--- src/rtl/revmap_pkg.sv ---
package revmap_pkg;

   localparam int unsigned NLVL  = 5;
   localparam int unsigned IDX_W = 9;
   localparam int unsigned LVL_W = $clog2(NLVL);

   // index width taken from the virtual address at each level (top first)
   function automatic int unsigned lvl_bits(input int unsigned l);
      case (l)
         0:       return 2;
         3:       return 8;
         default: return 9;
      endcase
   endfunction

   // lowest virtual-address bit set by each level's index
   function automatic int unsigned lvl_lsb(input int unsigned l);
      case (l)
         0:       return 47;
         1:       return 38;
         2:       return 29;
         3:       return 21;
         default: return 12;
      endcase
   endfunction

   // log2 of the entry stride in bytes
   function automatic int unsigned ent_shift(input int unsigned l);
      return (l == 3) ? 4 : 3;
   endfunction

   typedef enum logic [1:0] {
      S_IDLE,
      S_ISSUE,
      S_WAIT,
      S_NEXT
   } srch_state_t;

endpackage

--- src/rtl/revmap_entry_decode.sv ---
module revmap_entry_decode #(
   parameter int unsigned ENTRY_W      = 64,
   parameter int unsigned ADDR_LSB     = 8,
   parameter int unsigned ADDR_FIELD_W = 24,
   parameter int unsigned PAGE_SHIFT   = 12,
   localparam int unsigned PA_W        = ADDR_FIELD_W + PAGE_SHIFT
) (
   input  logic [ENTRY_W-1:0] entry,
   output logic               valid,
   output logic [PA_W-1:0]    ptr
);

   logic unused_bits;

   assign valid = |entry[2:1];
   assign ptr   = {entry[ADDR_LSB+ADDR_FIELD_W-1 -: ADDR_FIELD_W], {PAGE_SHIFT{1'b0}}};

   generate
      if (ADDR_LSB + ADDR_FIELD_W < ENTRY_W) begin : g_hi
         assign unused_bits = ^{entry[ENTRY_W-1:ADDR_LSB+ADDR_FIELD_W], entry[ADDR_LSB-1:3], entry[0]};
      end else begin : g_nohi
         assign unused_bits = ^{entry[ADDR_LSB-1:3], entry[0]};
      end
   endgenerate

endmodule

--- src/rtl/revmap_index_stack.sv ---
module revmap_index_stack #(
   parameter int unsigned NLVL  = 5,
   parameter int unsigned IDX_W = 9,
   parameter int unsigned PA_W  = 36,
   localparam int unsigned LVL_W = $clog2(NLVL)
) (
   input  logic                    clk,
   input  logic                    rst_n,
   input  logic                    op_init,
   input  logic                    op_push,
   input  logic                    op_pop,
   input  logic                    op_incr,
   input  logic [PA_W-1:0]         root_base,
   input  logic [PA_W-1:0]         child_base,
   output logic                    at_root,
   output logic                    at_leaf,
   output logic                    cur_last,
   output logic [PA_W-1:0]         cur_addr,
   output logic [NLVL*IDX_W-1:0]   idx_flat
);

   logic [LVL_W-1:0] lvl_q;
   logic [PA_W-1:0]  addr_l [NLVL];
   logic             last_l [NLVL];

   always_ff @(posedge clk) begin
      if (!rst_n)        lvl_q <= '0;
      else if (op_init)  lvl_q <= '0;
      else if (op_push)  lvl_q <= lvl_q + 1'b1;
      else if (op_pop)   lvl_q <= lvl_q - 1'b1;
   end

   generate
      for (genvar l = 0; l < NLVL; l++) begin : g_lvl
         localparam int unsigned BITS  = revmap_pkg::lvl_bits(l);
         localparam int unsigned SHIFT = revmap_pkg::ent_shift(l);
         localparam int unsigned LAST  = (1 << BITS) - 1;
         logic [IDX_W-1:0] idx_q;
         logic [PA_W-1:0]  base_q;

         if (l == 0) begin : g_root
            always_ff @(posedge clk) begin
               if (!rst_n) begin
                  idx_q  <= '0;
                  base_q <= '0;
               end else if (op_init) begin
                  idx_q  <= '0;
                  base_q <= root_base;
               end else if (op_incr && lvl_q == '0) begin
                  idx_q  <= idx_q + 1'b1;
               end
            end
         end else begin : g_inner
            always_ff @(posedge clk) begin
               if (!rst_n) begin
                  idx_q  <= '0;
                  base_q <= '0;
               end else if (op_init) begin
                  idx_q  <= '0;
               end else if (op_push && int'(lvl_q) + 1 == l) begin
                  idx_q  <= '0;
                  base_q <= child_base;
               end else if (op_incr && int'(lvl_q) == l) begin
                  idx_q  <= idx_q + 1'b1;
               end
            end
         end

         assign addr_l[l] = base_q + (PA_W'(idx_q) << SHIFT);
         assign last_l[l] = (idx_q == IDX_W'(LAST));
         assign idx_flat[l*IDX_W +: IDX_W] = idx_q;
      end
   endgenerate

   always_comb begin
      cur_addr = '0;
      cur_last = 1'b0;
      for (int i = 0; i < NLVL; i++) begin
         if (int'(lvl_q) == i) begin
            cur_addr = addr_l[i];
            cur_last = last_l[i];
         end
      end
   end

   assign at_root = (lvl_q == '0);
   assign at_leaf = (lvl_q == LVL_W'(NLVL - 1));

endmodule

--- src/rtl/revmap_va_build.sv ---
module revmap_va_build #(
   parameter int unsigned NLVL       = 5,
   parameter int unsigned IDX_W      = 9,
   parameter int unsigned VA_W       = 49,
   parameter int unsigned PAGE_SHIFT = 12
) (
   input  logic [NLVL*IDX_W-1:0] idx_flat,
   input  logic [PAGE_SHIFT-1:0] page_off,
   output logic [VA_W-1:0]       va
);

   logic [VA_W-1:0] part [NLVL+1];

   assign part[0] = VA_W'(page_off);

   generate
      for (genvar l = 0; l < NLVL; l++) begin : g_lvl
         localparam int unsigned BITS = revmap_pkg::lvl_bits(l);
         localparam int unsigned LSB  = revmap_pkg::lvl_lsb(l);
         assign part[l+1] = part[l] | (VA_W'(idx_flat[l*IDX_W +: BITS]) << LSB);
         if (BITS < IDX_W) begin : g_spare
            logic unused_hi;
            assign unused_hi = ^idx_flat[l*IDX_W+BITS +: IDX_W-BITS];
         end
      end
   endgenerate

   assign va = part[NLVL];

endmodule

--- src/rtl/revmap_dfs_search.sv ---
module revmap_dfs_search #(
   parameter int unsigned ENTRY_W      = 64,
   parameter int unsigned ADDR_FIELD_W = 24,
   parameter int unsigned ADDR_LSB     = 8,
   parameter int unsigned PAGE_SHIFT   = 12,
   parameter int unsigned VA_W         = 49,
   localparam int unsigned PA_W        = ADDR_FIELD_W + PAGE_SHIFT
) (
   input  logic                clk,
   input  logic                rst_n,
   input  logic                start_valid,
   input  logic [PA_W-1:0]     start_root,
   input  logic [PA_W-1:0]     start_target,
   output logic                mem_req_valid,
   input  logic                mem_req_ready,
   output logic [PA_W-1:0]     mem_req_addr,
   input  logic                mem_rsp_valid,
   input  logic [ENTRY_W-1:0]  mem_rsp_data,
   output logic                done,
   output logic [VA_W-1:0]     result_va
);
   import revmap_pkg::*;

   if (VA_W != lvl_lsb(0) + lvl_bits(0)) begin : g_bad_va
      $error("VA_W does not match the level geometry");
   end
   if (ADDR_LSB + ADDR_FIELD_W > ENTRY_W || ADDR_LSB < 3) begin : g_bad_field
      $error("page field does not fit the entry");
   end

   srch_state_t               state_q, state_d;
   logic [PA_W-1:0]           target_q;
   logic                      done_q;
   logic [VA_W-1:0]           va_q;
   logic                      op_init, op_push, op_pop, op_incr;
   logic                      finish, hit;
   logic                      ent_valid;
   logic [PA_W-1:0]           ent_ptr;
   logic                      at_root, at_leaf, cur_last;
   logic [PA_W-1:0]           cur_addr;
   logic [NLVL*IDX_W-1:0]     idx_flat;
   logic [VA_W-1:0]           va_built;

   revmap_entry_decode #(
      .ENTRY_W(ENTRY_W), .ADDR_LSB(ADDR_LSB),
      .ADDR_FIELD_W(ADDR_FIELD_W), .PAGE_SHIFT(PAGE_SHIFT)
   ) dec_i (
      .entry(mem_rsp_data), .valid(ent_valid), .ptr(ent_ptr)
   );

   revmap_index_stack #(
      .NLVL(NLVL), .IDX_W(IDX_W), .PA_W(PA_W)
   ) stk_i (
      .clk(clk), .rst_n(rst_n),
      .op_init(op_init), .op_push(op_push), .op_pop(op_pop), .op_incr(op_incr),
      .root_base(start_root), .child_base(ent_ptr),
      .at_root(at_root), .at_leaf(at_leaf), .cur_last(cur_last),
      .cur_addr(cur_addr), .idx_flat(idx_flat)
   );

   revmap_va_build #(
      .NLVL(NLVL), .IDX_W(IDX_W), .VA_W(VA_W), .PAGE_SHIFT(PAGE_SHIFT)
   ) vab_i (
      .idx_flat(idx_flat), .page_off(target_q[PAGE_SHIFT-1:0]), .va(va_built)
   );

   always_comb begin
      state_d = state_q;
      op_init = 1'b0;
      op_push = 1'b0;
      op_pop  = 1'b0;
      op_incr = 1'b0;
      finish  = 1'b0;
      hit     = 1'b0;
      case (state_q)
         S_IDLE: begin
            if (start_valid) begin
               op_init = 1'b1;
               state_d = S_ISSUE;
            end
         end
         S_ISSUE: begin
            if (mem_req_ready) state_d = S_WAIT;
         end
         S_WAIT: begin
            if (mem_rsp_valid) begin
               if (!ent_valid) begin
                  state_d = S_NEXT;
               end else if (!at_leaf) begin
                  op_push = 1'b1;
                  state_d = S_ISSUE;
               end else if (ent_ptr[PA_W-1:PAGE_SHIFT] == target_q[PA_W-1:PAGE_SHIFT]) begin
                  hit     = 1'b1;
                  finish  = 1'b1;
                  state_d = S_IDLE;
               end else begin
                  state_d = S_NEXT;
               end
            end
         end
         S_NEXT: begin
            if (!cur_last) begin
               op_incr = 1'b1;
               state_d = S_ISSUE;
            end else if (at_root) begin
               finish  = 1'b1;
               state_d = S_IDLE;
            end else begin
               op_pop  = 1'b1;
            end
         end
         default: state_d = S_IDLE;
      endcase
   end

   always_ff @(posedge clk) begin
      if (!rst_n) begin
         state_q  <= S_IDLE;
         target_q <= '0;
         done_q   <= 1'b0;
         va_q     <= '0;
      end else begin
         state_q <= state_d;
         done_q  <= finish;
         if (op_init) target_q <= start_target;
         if (finish)  va_q     <= hit ? va_built : '0;
      end
   end

   assign mem_req_valid = (state_q == S_ISSUE);
   assign mem_req_addr  = cur_addr;
   assign done          = done_q;
   assign result_va     = va_q;

endmodule

--- config.mk ---
export PLATFORM = sky130hd
export DESIGN_NAME = revmap_dfs_search
export DESIGN_NICKNAME = d
export VERILOG_FILES = /design/src/rtl/revmap_pkg.sv /design/src/rtl/revmap_entry_decode.sv /design/src/rtl/revmap_index_stack.sv /design/src/rtl/revmap_va_build.sv /design/src/rtl/revmap_dfs_search.sv
export SDC_FILE = /design/constraint.sdc
export NUM_CORES = 1
export LEC_CHECK = 0
export BUFFER_PORTS_ARGS = -buffer_cell sky130_fd_sc_hd__buf_2
export CAP_MARGIN = 40
export CORE_ASPECT_RATIO = 0.5
export CORE_MARGIN = 5
export CORE_UTILIZATION = 40
export CTS_BUF_LIST = sky130_fd_sc_hd__clkbuf_4 sky130_fd_sc_hd__clkbuf_8 sky130_fd_sc_hd__clkbuf_16
export CTS_CLUSTER_SIZE = 20
export DETAILED_ROUTE_END_ITERATION = 10
export GPL_TIMING_DRIVEN = 0
export SYNTH_ARGS = -nofsm -noshare
export SYNTH_HDL_FRONTEND = slang
export SYNTH_SLANG_ARGS = --single-unit
--- constraint.sdc ---
create_clock -name clk -period 4.2 [get_ports clk]
set_input_delay 0.84 -clock clk [delete_from_list [all_inputs] [get_ports clk]]
set_output_delay 0.84 -clock clk [all_outputs]
set_load 0.05 [all_outputs]
# == After elaboration in Yosys (flattened, before gate mapping) ==
# Cells that the tools add are included.
# totals
register_bits,268
inputBits,141
out_inout_bits,87
word_cells,122
# op_classes
addsub,13
n_eq_ne,22
n_mux,41
n_bitwise,7
reduce_logical,24
# op_table
cell,n
$mux 36,5
$add 36x12->36,4
$eq 32x3->1 const B,2
$mux 49,1
$or 12x49->49,1
$or 49x21->49,1
$or 49x29->49,1
$or 49x38->49,1
$or 49x47->49,1
$add 9x1->9 const B,5
$add 36x13->36,1
$eq 32x2->1 const B,1
$eq 32x4->1 const B,1
$eq 9x9->1 const B,3
$eq 24x24->1,1
$mux 1,23
$mux 2,8
$eq 3x3->1 const B,4
$reduce_or 3->1,4
$eq 9x2->1 const B,1
$eq 9x8->1 const B,1
$logic_and 1x1->1,9
$pmux 2 s4,1
$reduce_and 2->1,4
other kinds (17),23

# == Longest topological paths before layout ==
# Gate-level depths: netlist of run 1.
# depth
word_depth,10
depth_mapped,12
ltp_nobuf,11

# == By module ==
# A second synthesis of run 1 with hierarchy kept.
# hier_totals
cells_unflattened,2382
hier_area_um2,19182.1
# modules_own_cells
mod,n_inst,cells_per_inst,area_each_um2
revmap_index_stack,1,1858,14782.9
revmap_dfs_search,1,437,3751.1
revmap_va_build,1,49,367.9
revmap_entry_decode,1,38,280.3

# == Worst setup path after synthesis of run 1 ==
# Ideal clock, no wire load.
# synth_timing
kind,flip-flop to output port
startpoint,register stk_i.lvl_q[1]
endpoint,output mem_req_addr[18]
t_arrival_ns,3.430
required_ns,3.360
setup_slack_ns,-0.070
stages_incl_launch_ff,11
n_path_buf,2
path_cell_list,dfxtp_1 -> clkbuf_1 -> clkbuf_1 -> and2_1 -> ha_1 -> inv_1 -> or4_1 -> and3_1 -> nand2b_1 -> mux2i_1 -> a211oi_1
# synth_via
elab_chain_cells,6
elab_cells_between_ends,10
cone_classes,eq/ne: 4; mux: 5; reduce/logical: 1
# synth_rtl
element,line,source
"start, declared",revmap_index_stack.sv:22,logic [LVL_W-1:0] lvl_q;
"start signal, assigned",revmap_index_stack.sv:29,else if (op_push) lvl_q <= lvl_q + 1'b1;
"start signal, assigned",revmap_index_stack.sv:30,else if (op_pop) lvl_q <= lvl_q - 1'b1;
$logic_not 3->1,revmap_index_stack.sv:79,if (int'(lvl_q) == i) begin
$mux 36 (4 in a row),revmap_index_stack.sv:79,
$mux 36 *,revmap_index_stack.sv:79,
"end, declared",revmap_dfs_search.sv:16,"output logic [PA_W-1:0] mem_req_addr,"
# Every way passes the cells marked *; elsewhere a longest branch is shown, timed or not.

# == Final worst setup path of run 1 ==
# layout_timing
startpoint,register stk_i.lvl_q[0]
endpoint,output mem_req_addr[28]
# The elaborated chain is that of the path after synthesis.

==> results of run 1 <==
==> critical path: cells and delay by family (launching register included) <==
family,cells,cell delay [ps]
buffers and inverters,4,1560
AOI/OAI and AO/OA,2,510
and+or+nand+nor,1,400
DFF,1,330
==> layout make-up <==
class,count,area share (%)
Multi-Input combinational cell,1135,45.22
Sequential cell,268,34.54
Timing Repair Buffer,200,7.014
Clock buffer,35,5.011
Tap cell,432,3.475
Buffer,104,2.936
Clock inverter,13,1.424
Inverter,16,0.3861
==> logic make-up after synthesis <==
logic type      count (synthesis)
mux                            83
simple gates                  591
compound gates                344
xor+xnor                       94
flops                         268
fa+ha+maj                      23
buf+inv                       124
==> metal layers <==
metal	vias up	GRT usage (%)
li1	5906	-
met1	5865	32.47
met2	365	37.61
met3	80	4.123
met4	0	6.724
met5	-	0
==> power breakdown <==
part           leakage, nW  switching [mW]  internal [mW]  total [mW]
sequential            2.17          0.0460           2.59        2.64
combinational         4.01           0.354          0.153       0.508
clock                0.496            1.06           1.67        2.73
==> state kept, by name, summed over array words and instances (netlist names) <==
register,cells
stk_i.g_lvl.base_q,132
result_va,49
stk_i.g_lvl.idx_q,45
target_q,36
stk_i.lvl_q,3
state_q,2
done,1
==> cell usage in the layout (no fill, tap or decap), drive strengths merged, types with 3 or more instances in the layout <==
master and n:
dfxtp 268, nand2 244, buf 205, nor2 158, a21oi 147, clkbuf 133, mux2i 82, xor2 72
nand3 55, a32o 49, o21ai 49, nand4 27, and3 26, xnor2 22, ha 21, o211ai 16
inv 16, nor3 12, a22oi 12, and4 10, a22o 10, or3 10, nor4 10, a211oi 10
or4 8, a222oi 7, a221oi 6, bufinv 6, nor3b 6, nor2b 6, clkinv 6, o22ai 6
a221o 5, and2 4, nand4b 4, o2111ai 4, nand2b 4, o31ai 4, a311oi 3
==> what timing repair did <==
| item | 4_1_cts | 5_1_grt |
|---|---|---|
| buffers inserted | 0 | 5 |
| pin swaps | 2 | 5 |
| resized for setup | 43 | 33 |
| setup endpoints to repair | 34 | 28 |
| hold buffers | 0 | 0 |
==> path summary, 6_finish.rpt <==
check             slack (ps)                     start                        to  depth (start not counted)
setup / recovery         -20            stk_i.lvl_q[0]          mem_req_addr[28]                          7
hold reg to reg          450  stk_i.g_lvl[0].base_q[2]  stk_i.g_lvl[0].base_q[2]                          2
setup reg to reg         920              target_q[34]             result_va[47]                          8
hold / removal           450  stk_i.g_lvl[0].base_q[2]  stk_i.g_lvl[0].base_q[2]                          2
==> through the flow <==
| stage | power, mW | utilization (%) | cells | worst slack, ps |
|---|---|---|---|---|
| 6_report | 5.871 | 49.23 | 2203 | -15.15 |
| 5_1_grt | 6.054 | 49.23 | 2203 | -10.75 |
| 4_1_cts | 5.900 | 48.87 | 2200 | -9.780 |
| 3_5_place_dp | 3.194 | 45.41 | 2154 | -413.9 |
| 3_3_place_gp | 3.185 | 45.21 | 2148 | -500.1 |
| 2_1_floorplan | 2.979 | - | 1527 | 151.7 |
==> qor.txt, run 1 <==
Share of cells above drive strength 1 = 16.77%
Mux contribution to synthesized area = 6.503%
Status = complete, but fails checks
Port bufs = 189
Total gr overflow = 0
Total track usage = 23.33%
DR WL met2 = 19.68 mm
Vias/cell = 5.545
Area of the multi-input gates = 0.007034 mm^2
Crit path kind = reg2out
Ports = 228
Area leader, netlist = dfxtp_1
Final min period = 4215 ps
Clock Latency Late Sink = 550 ps
Count leader, synth = dfxtp_1
Antenna cells = 0
Worst-margin pin slew = 897.6 ps
Die Span Y = 136.5 um
Synthesis-to-finish area growth = 21.58%
Number of max-cap violations = 0
Max Used Layer = met4
Synthesized-area fraction occupied by adder cells = 2.367%
Area after DPL = 0.01435 mm^2
Simple-gate share of the synthesized area = 21.05%
Class of the worst hold path = reg2reg
TritonCTS buffer count = 26
CP Launch Type = flip-flop
Final ANT Viol Nets = 0
Initial Utilization = 40.49%
CTS tree = yes
Wire per inst = 19.80 um
Hpwl dp = 33.29 mm
Final number of hold-violating endpoints = 0
Gp weighted congestion = 0.9713
Worst-path cell chain = clkbuf_4, nor3b_1, clkbuf_2, clkbuf_1, a222oi_1, o21ai_0, buf_2
Async SR Flop Fraction = 0%
DRC = 0
CP Data Required Time = 3360 ps
FILL cells = 3183
Avg Cell Area, Syn = 8.379 um^2
Syn nets = 1691
Post-Syn Area = 0.01279 mm^2
Die area = 0.03588 mm^2
Final setup fails = 1
Slew margin rel. = 39.61%
Number of global-route vias before repair = 11193
Initial antenna violation count = 0
Synth Area in XOR/XNOR = 6.435%
TritonRoute pass-1 iters = 5
Root Driver = clkbuf_16
Max Fclk = 0.2372 GHz
Total core area = 0.03160 mm^2
Final nets = 1915
Largest net degree at the start of global routing = 16
Cells after Synth = 1527
Largest family of logic cells by synthesized area = simple AND/OR/NAND/NOR gates
FF+latch count, synth = 268
Sequential element share of the synthesized area = 41.93%
First-pass GRT wire length = 65.94 mm
Largest cells by area after synthesis = dfxtp_1 (42%), nand2_1 (7.2%), mux2i_1 (6.4%)
1st-iter DRT viols = 1175
Final Cycle Share = 100.4%
Clock Skew = 9.687 ps
Register Area = 0.005373 mm^2
Worst setup EP type = output pin
# clock sinks = 268
Prevailing post-synth register cell = dfxtp_1
Final setup TNS = -15.15 ps
Largest stage delay, worst path = 660 ps
CP max stage cell = clkbuf_1
Pwr Density = 377.4 mW/mm^2
Synth cell types = 64
Clk buf depth = 3
Top cell type's share of synthesized area = 41.93%
Lkg Pwr = 6.680 nW
Compound-Gate Fraction of Synth Area = 17.95%
Chip width = 262.9 um
Yosys Warn Count = 0
Peak supply drop = 274.7 uV
Number of synthesized flops with an enable pin = 0
FP Rows = 46
Vias = 12216
Post-Route WL = 43.63 mm
Max FO, Critical Path = 10
Failing checks = setup timing
Clk pin slew, worst setup/hold paths = 70 ps
WP data arrival = 3380 ps
H-tree depth = 1
Routed wl met3 = 2.908 mm
Synth cell count leaders = dfxtp_1 (268), nand2_1 (244), nor2_1 (158)
M1 WL = 19.65 mm
Setup slack after layout = -15.15 ps
Design area = 0.01556 mm^2
Min Hold Slack = 452.3 ps
Max-slew violation count = 0
(Power assumes the default switching activity.)
==> inputs of run 2 (changes only) <==
- ABC_AREA: unset -> 1
- REMOVE_ABC_BUFFERS: unset -> 1
==> run 2 against run 1 <==
The run now ends clean. Wire length increased by 4.0%. Synthesized area increased by 7.8%. First-iteration DRC count increased by 3.0%. Total power increased by 20%. Fmax increased by 4.8%. Cell area increased by 4.4%. Clock power decreased by 9.5%. Via count increased by 16%. Cell count increased by 22%. Non-clock buffer count decreased by 95. Critical endpoint unchanged. Largest power group is now sequential cells.
==> qor.txt, run 2 <==
Status = finished clean (was complete, but fails checks)
Max FO, Critical Path = 5 (was 10)
Synth Area in XOR/XNOR = 3.428% (was 6.435%)
Final ANT Viol Nets = 0 (unchanged)
H-tree depth = 1 (unchanged)
Hpwl dp = 32.31 mm (was 33.29 mm)
Worst setup EP type = output pin (unchanged)
Hold depth = 2 (unchanged)
Clk buf depth = 3 (unchanged)
Sequential power share = 40.5% (was 44.9%)
Pwr Density = 435.4 mW/mm^2 (was 377.4 mW/mm^2)
M1 GR Usage = 32.70% (was 32.47%)
Post-Syn Area = 0.01380 mm^2 (was 0.01279 mm^2)
# clock sinks = 268 (unchanged)
Cts hold-fix bufs = 0 (unchanged)
Clock Latency Late Sink = 560 ps (was 550 ps)
CP Launch Type = flip-flop (unchanged)
Vias/cell = 5.281 (was 5.545)
Mux contribution to synthesized area = 0% (was 6.503%)
Number of synthesized flops with an enable pin = 0 (unchanged)
Crit path kind = reg2out (unchanged)
Internal power = 4.603 mW (was 4.415 mW)
Post-Route WL = 45.36 mm (was 43.63 mm)
Total gr overflow = 0 (unchanged)
Hold Path Sink = target_q[14] (was stk_i.g_lvl[0].base_q[2])
Max-slew violation count = 0 (unchanged)
Gp weighted congestion = 0.9407 (was 0.9713)
First-pass GRT wire length = 71.27 mm (was 65.94 mm)
FF+latch count, synth = 268 (unchanged)
CP Data Required Time = 3360 ps (about the same)
Final min period = 4024 ps (was 4215 ps)
Port bufs = 189 (unchanged)
Root Driver = clkbuf_16 (unchanged)
Biggest register = stk_i.g_lvl.base_q (unchanged)
TritonRoute pass-1 iters = 5 (unchanged)
Initial Utilization = 40.30% (was 40.49%)
Worst-margin pin slew = 909.0 ps (was 897.6 ps)
Sequential element share of the synthesized area = 38.89% (was 41.93%)
Async SR Flop Fraction = 0% (unchanged)
Synthesized-area fraction occupied by adder cells = 2.195% (was 2.367%)
Clock Power Share = 34.9% (was 46.4%)
Number of global-route vias before repair = 12821 (was 11193)
Final setup fails = 0 (was 1)
Number of max-cap violations = 0 (unchanged)
Lkg Pwr = 7.082 nW (was 6.680 nW)
Initial antenna violation count = 2 (was 0)
Max Fclk = 0.2485 GHz (was 0.2372 GHz)
Synthesis-to-finish area growth = 17.69% (was 21.58%)
Chip width = 272.6 um (was 262.9 um)
Avg Cell Area, Syn = 6.626 um^2 (was 8.379 um^2)
Class of the worst hold path = reg2reg (unchanged)
Largest register FFs = 132 (unchanged)
Final nets = 2374 (was 1915)
Die area = 0.03853 mm^2 (was 0.03588 mm^2)
Most frequent cells in the layout = nor2_1 (373), nand2_1 (337), dfxtp_1 (267), a21oi_1 (243), o21ai_0 (200) (was dfxtp_1 (264), nand2_1 (244), buf_2 (182), nor2_1 (154), a21oi_1 (147))
Clock Skew = 25.18 ps (was 9.687 ps)
DRC = 0 (unchanged)
M2 GR Usage = 35.40% (was 37.61%)
Most common cell after layout, fill and taps aside = nor2_1 (was dfxtp_1)
Worst hold start = target_q[14] (was stk_i.g_lvl[0].base_q[2])
Vias = 14153 (was 12216)
1st-iter DRT viols = 1210 (was 1175)
Min Hold Slack = 467.6 ps (was 452.3 ps)
RSZ-0062 raised after global routing = no
Total core area = 0.03423 mm^2 (was 0.03160 mm^2)
Synth cell count leaders = nor2_1 (379), nand2_1 (342), dfxtp_1 (268) (was dfxtp_1 (268), nand2_1 (244), nor2_1 (158))
Final number of hold-violating endpoints = 0 (unchanged)
Reg2Reg Depth = 11 (was 8)
Cells after Synth = 2082 (was 1527)
FP Rows = 48 (was 46)
FF-to-FF setup slack = 520 ps (was 920 ps)
Simple-gate share of the synthesized area = 30.53% (was 21.05%)
FILL cells = 3573 (was 3183)
Share of power burned in combinational logic = 24.6% (was 8.6%)
TritonCTS buffer count = 27 (was 26)
Die Span Y = 141.3 um (was 136.5 um)
Share of cells above drive strength 1 = 13.20% (was 16.77%)
Count leader, synth = nor2_1 (was dfxtp_1)
CTS tree = yes (unchanged)
Wire per inst = 16.93 um (was 19.80 um)
Final Cycle Share = 95.80% (was 100.4%)
Worst flop-to-flop path endpoint = result_va[48] (was result_va[47])
Largest cells by area after synthesis = dfxtp_1 (39%), nor2_1 (10%), nand2_1 (9.3%) (was dfxtp_1 (42%), nand2_1 (7.2%), mux2i_1 (6.4%))
Ports = 228 (unchanged)
Clk pin slew, worst setup/hold paths = 60 ps (was 70 ps)
Largest family of logic cells by synthesized area = simple AND/OR/NAND/NOR gates (unchanged)
Most Crowded Layer GR = met2 (unchanged)
Total power = 7.069 mW (was 5.871 mW)
Yosys Warn Count = 0 (unchanged)
Largest net degree at the start of global routing = 93 (was 16)
Synth cell types = 37 (was 64)
Compound-Gate Fraction of Synth Area = 17.24% (was 17.95%)
Met3 Use GR = 3.396% (was 4.123%)
Psw = 2.466 mW (was 1.456 mW)
Area leader, netlist = dfxtp_1 (unchanged)
WP data arrival = 3180 ps (was 3380 ps)
Final setup TNS = 0 ps (was -15.15 ps)
Peak supply drop = 369.7 uV (was 274.7 uV)
Slew margin rel. = 39.31% (was 39.61%)
Prevailing post-synth register cell = dfxtp_1 (unchanged)
Switching Fraction = 34.88% (was 24.81%)
FF-to-FF Start = stk_i.lvl_q[2] (was target_q[34])
Top cell type's share of synthesized area = 38.89% (was 41.93%)
Total track usage = 22.62% (was 23.33%)
==> run 2: cell types whose count changed after synthesis, sizes merged, moves of 18 or more <==
cell	change
nor2	+223
buf	+18
nand2	+100
xor2	-34
and3	-23
nand3	+91
o21ai	+160
nand4	+43
a21oi	+97
a32o	-49
mux2i	-82
inv	+148
nor3	+25
==> run 2: power groups by stage <==
stage	Clock [mW]	Sequential (mW)	Combinational [mW]
4_1_cts	2.52	2.86	1.74
5_1_grt	2.63	2.88	1.91
3_3_place_gp	0	2.91	1.66
3_5_place_dp	0	2.91	1.73
2_1_floorplan	0	2.87	1.14
6_report	2.47	2.86	1.74
==> run 2: kinds of logic after synthesis <==
family,after synthesis
AO/OA/AOI/OAI,468
XOR/XNOR,54
adder cells (fa/ha/maj),23
buffers and inverters,276
flip-flops,268
AND/OR/NAND/NOR,993
==> run 2: worst max path at each step <==
stage,cells past startpoint,endpoint,slack [ps],startpoint
global placement,8,result_va[36],-3840,stk_i.lvl_q[0]
CTS,17,mem_req_addr[35],30,stk_i.g_lvl[0].idx_q[0]
global route,13,mem_req_addr[30],20,stk_i.g_lvl[0].idx_q[6]
floorplan,8,result_va[0],-730,stk_i.lvl_q[0]
finish,9,mem_req_addr[28],180,stk_i.g_lvl[3].idx_q[8]
detailed placement,8,stk_i.g_lvl[1].idx_q[5],270,rst_n
==> run 2: cell type report <==
type                    instances  area [um^2]  area share (%)
diodes                          2        5.005         0.03082
clock buffers                  40        817.0           5.032
clock inverters                 7        71.32          0.4392
inverters                     165        626.9           3.861
multi-input cells            1538         7451           45.89
flip-flops and latches        268         5366           33.05
well taps                     450        563.0           3.468
repair buffers                209         1331           8.199
repair inverters                1        5.005         0.03082
==> run 2: critical path: stages (launching register included) <==
cell	delay [ps]
dfxtp_1	360
ha_1	330
ha_1	390
nand2_1	140
nor3_1	450
nand3_1	220
xnor2_1	190
a21oi_1	100
a21oi_1	160
buf_2	280
==> run 2: layer usage <==
metal,up-vias,routed length [um]
li1,7152,-
met5,-,0
met3,69,2555
met1,6556,21960
met4,0,1252
met2,376,19600
==> run 2: timing repair <==
item / in CTS / in global routing
endpoints found under the setup margin: 4 / 11
buffers inserted: 0 / 0
gates resized for setup: 4 / 11
pin swaps: 0 / 0
cloned: 0 / 1
==> run 2: metrics by stage <==
| step | setup WS [ps] | util, % | std cells | cell area [um^2] |
|---|---|---|---|---|
| 6_report | 176.2 | 47.43 | 2680 | 16240 |
| 5_1_grt | 21.21 | 47.43 | 2680 | 16240 |
| 4_1_cts | 32.49 | 47.32 | 2677 | 16200 |
| 3_5_place_dp | 271.6 | 44.69 | 2630 | 15300 |
| 3_3_place_gp | -3842 | 43.41 | 2610 | 14860 |
| 2_1_floorplan | -728.8 | - | 1971 | 13350 |
==> inputs of run 3 (changes only) <==
- CORE_ASPECT_RATIO: 0.5 -> 1.75
==> run 3 against run 2 <==
Cell area grew 0.86%. Die area shrank 0.21%. Register-to-register slack gained 80 ps. Combinational power is essentially flat. Via count grew 0.21%. Sequential power is essentially flat. Clock-buffer cell count shrank 5. Sequential share of layout area shrank 0.27 points. Highest routed layer unchanged. Utilization grew 0.25 points. Non-clock buffer count grew 7. Wire length grew 1.7%.
==> qor.txt, run 3 (synthesis results as in run 2) <==
Status = finished clean (unchanged)
Antenna cells = 0 (was 2)
Post-Route WL = 46.14 mm (was 45.36 mm)
Max Fclk = 0.2502 GHz (was 0.2485 GHz)
Lkg Pwr = 7.152 nW (was 7.082 nW)
Vias = 14183 (was 14153)
Setup slack after layout = 203.2 ps (was 176.2 ps)
Setup crit end = mem_req_addr[33] (was mem_req_addr[28])
Share of cells above drive strength 1 = 13.62% (was 13.20%)
Initial antenna violation count = 0 (was 2)
Ports = 228 (unchanged)
Class of the worst hold path = reg2reg (unchanged)
TritonCTS buffer count = 27 (unchanged)
Final Cycle Share = 95.16% (was 95.80%)
Gp weighted congestion = 0.9204 (was 0.9407)
Peak supply drop = 412.7 uV (was 369.7 uV)
Initial Utilization = 40.17% (was 40.30%)
Reg2Reg Depth = 9 (was 11)
Die area = 0.03845 mm^2 (was 0.03853 mm^2)
Pwr Density = 446.1 mW/mm^2 (was 435.4 mW/mm^2)
CP max stage cell = fa_1 (was nor3_1)
Port bufs = 189 (unchanged)
Largest register FFs = 132 (unchanged)
Most frequent cells in the layout = nor2_1 (372), nand2_1 (339), dfxtp_1 (265), a21oi_1 (244), o21ai_0 (198) (was nor2_1 (373), nand2_1 (337), dfxtp_1 (267), a21oi_1 (243), o21ai_0 (200))
Final setup TNS = 0 ps (unchanged)
Worst setup EP type = output pin (unchanged)
Clock Skew = 19.95 ps (was 25.18 ps)
# clock sinks = 268 (unchanged)
Worst-margin pin slew = 909.0 ps (about the same)
Number of global-route vias before repair = 13345 (was 12821)
FF-to-FF setup slack = 600 ps (was 520 ps)
WP data arrival = 3160 ps (was 3180 ps)
Total track usage = 22.96% (was 22.62%)
Vias/cell = 5.255 (was 5.281)
Max FO, Critical Path = 5 (unchanged)
Top delay family on crit path = simple AND/OR/NAND/NOR gates (unchanged)
Worst flop-to-flop path endpoint = result_va[39] (was result_va[48])
Number of max-cap violations = 0 (unchanged)
Final setup fails = 0 (unchanged)
Clk pin slew, worst setup/hold paths = 70 ps (was 60 ps)
Synthesis-to-finish area growth = 18.71% (was 17.69%)
CP startpoint = stk_i.g_lvl[0].idx_q[0] (was stk_i.g_lvl[3].idx_q[8])
Hpwl dp = 34.05 mm (was 32.31 mm)
Largest stage delay, worst path = 390 ps (was 450 ps)
Worst-path cell chain = ha_1, inv_1, fa_1, inv_1, nand2_1, nand2_1, nand3_1, nand2_1, nand2_1, nand2_1, nand2_1, nand2_1, nand3_1, nand2_1, nand2_1, a21oi_1, buf_2 (was ha_1, ha_1, nand2_1, nor3_1, nand3_1, xnor2_1, a21oi_1, a21oi_1, buf_2)
Setup WS pre-CTS = 340.9 ps (was 271.6 ps)
Wire per inst = 17.10 um (was 16.93 um)
Root Driver = clkbuf_16 (unchanged)
CP Data Required Time = 3360 ps (about the same)
Clock Latency Late Sink = 550 ps (was 560 ps)
CTS tree = yes (unchanged)
First-pass GRT wire length = 71.57 mm (was 71.27 mm)
Most frequent CP cell = nand2_1
Crit path kind = reg2out (unchanged)
CP Launch Type = flip-flop (unchanged)
FF-to-FF Start = stk_i.lvl_q[2] (unchanged)
Critical Path Stages = 17 (was 9)
Max-slew violation count = 0 (unchanged)
TritonRoute pass-1 iters = 6 (was 5)
1st-iter DRT viols = 764 (was 1210)
Total core area = 0.03435 mm^2 (was 0.03423 mm^2)
Most common cell after layout, fill and taps aside = nor2_1 (unchanged)
Final ANT Viol Nets = 0 (unchanged)
Buffer and inverter count on the worst path = 3 (was 1)
Chip width = 150.4 um (was 272.6 um)
FP Rows = 90 (was 48)
Total gr overflow = 0 (unchanged)
Final nets = 2382 (was 2374)
DRC = 0 (unchanged)
Final min period = 3997 ps (was 4024 ps)
Final number of hold-violating endpoints = 0 (unchanged)
Die Span Y = 255.7 um (was 141.3 um)
Slew margin rel. = 39.20% (was 39.31%)
Final core utilization = 47.68% (was 47.43%)
RSZ-0062 raised after global routing = no (unchanged)
Design area = 0.01638 mm^2 (was 0.01624 mm^2)
H-tree depth = 1 (unchanged)
Largest net degree at the start of global routing = 129 (was 93)
Area after DPL = 0.01527 mm^2 (was 0.01530 mm^2)
Clk buf depth = 3 (unchanged)
Biggest register = stk_i.g_lvl.base_q (unchanged)
## run 3: timing repair
action | CTS | global route
hold buffers | 0 | 0
cloned | 1 | 1
endpoints found under the setup margin | 6 | 24
pin swaps | 0 | 2
resized for setup | 8 | 12
setup buffers | 0 | 8
## run 3: report_power, final
group	total, mW	switching [mW]	internal (mW)
Combinational	1.77	1.29	0.480
Sequential	2.87	0.147	2.72
Clock	2.67	1.06	1.61
Total	7.31	2.50	4.81
## run 3: how the worst min path moves through the flow
stage | slack (ps) | cells after the start | startpoint | to
6_report | 470 | 2 | target_q[15] | target_q[15]
3_3_place_gp | 460 | 2 | target_q[28] | target_q[28]
5_1_grt | 490 | 2 | result_va[19] | result_va[19]
4_1_cts | 470 | 2 | target_q[15] | target_q[15]
3_5_place_dp | 460 | 2 | target_q[15] | target_q[15]
2_1_floorplan | 440 | 2 | target_q[14] | target_q[14]
## run 3: final cells by class
| class | instances | area [um^2] |
|---|---|---|
| fill | 3578 | 17970 |
| multi-input combinational | 1539 | 7446 |
| sequential | 268 | 5369 |
| timing repair buffer | 216 | 1366 |
| clock buffer | 35 | 773.2 |
| inverter | 165 | 626.9 |
| tap | 460 | 575.6 |
| clock inverter | 15 | 212.7 |
| timing repair inverter | 1 | 7.507 |
## run 3: worst min-delay path, delay by kind of cell (launching register included)
kind,cells,cell delay (ps)
flops,1,310
compound gates,1,50
buf+inv,1,60
## run 3: through the flow
step / hold slack, ps / std cells / total power, mW
finish: 471.6 / 2699 / 7.305
global placement: 456.7 / 2620 / 4.607
floorplan: 443.1 / 1971 / 4.007
global route: 491.1 / 2699 / 7.650
CTS: 474.7 / 2690 / 7.370
detailed placement: 464.9 / 2639 / 4.682
## run 3: per-layer routing
metal  up-vias  GRT usage, %  share of wire [%]
li1       7173             -                  -
met1      6534         26.31                 38
met2       392         43.22                 54
met3        84         2.197                4.7
met4         0         8.219                3.4
met5         -             0                  0
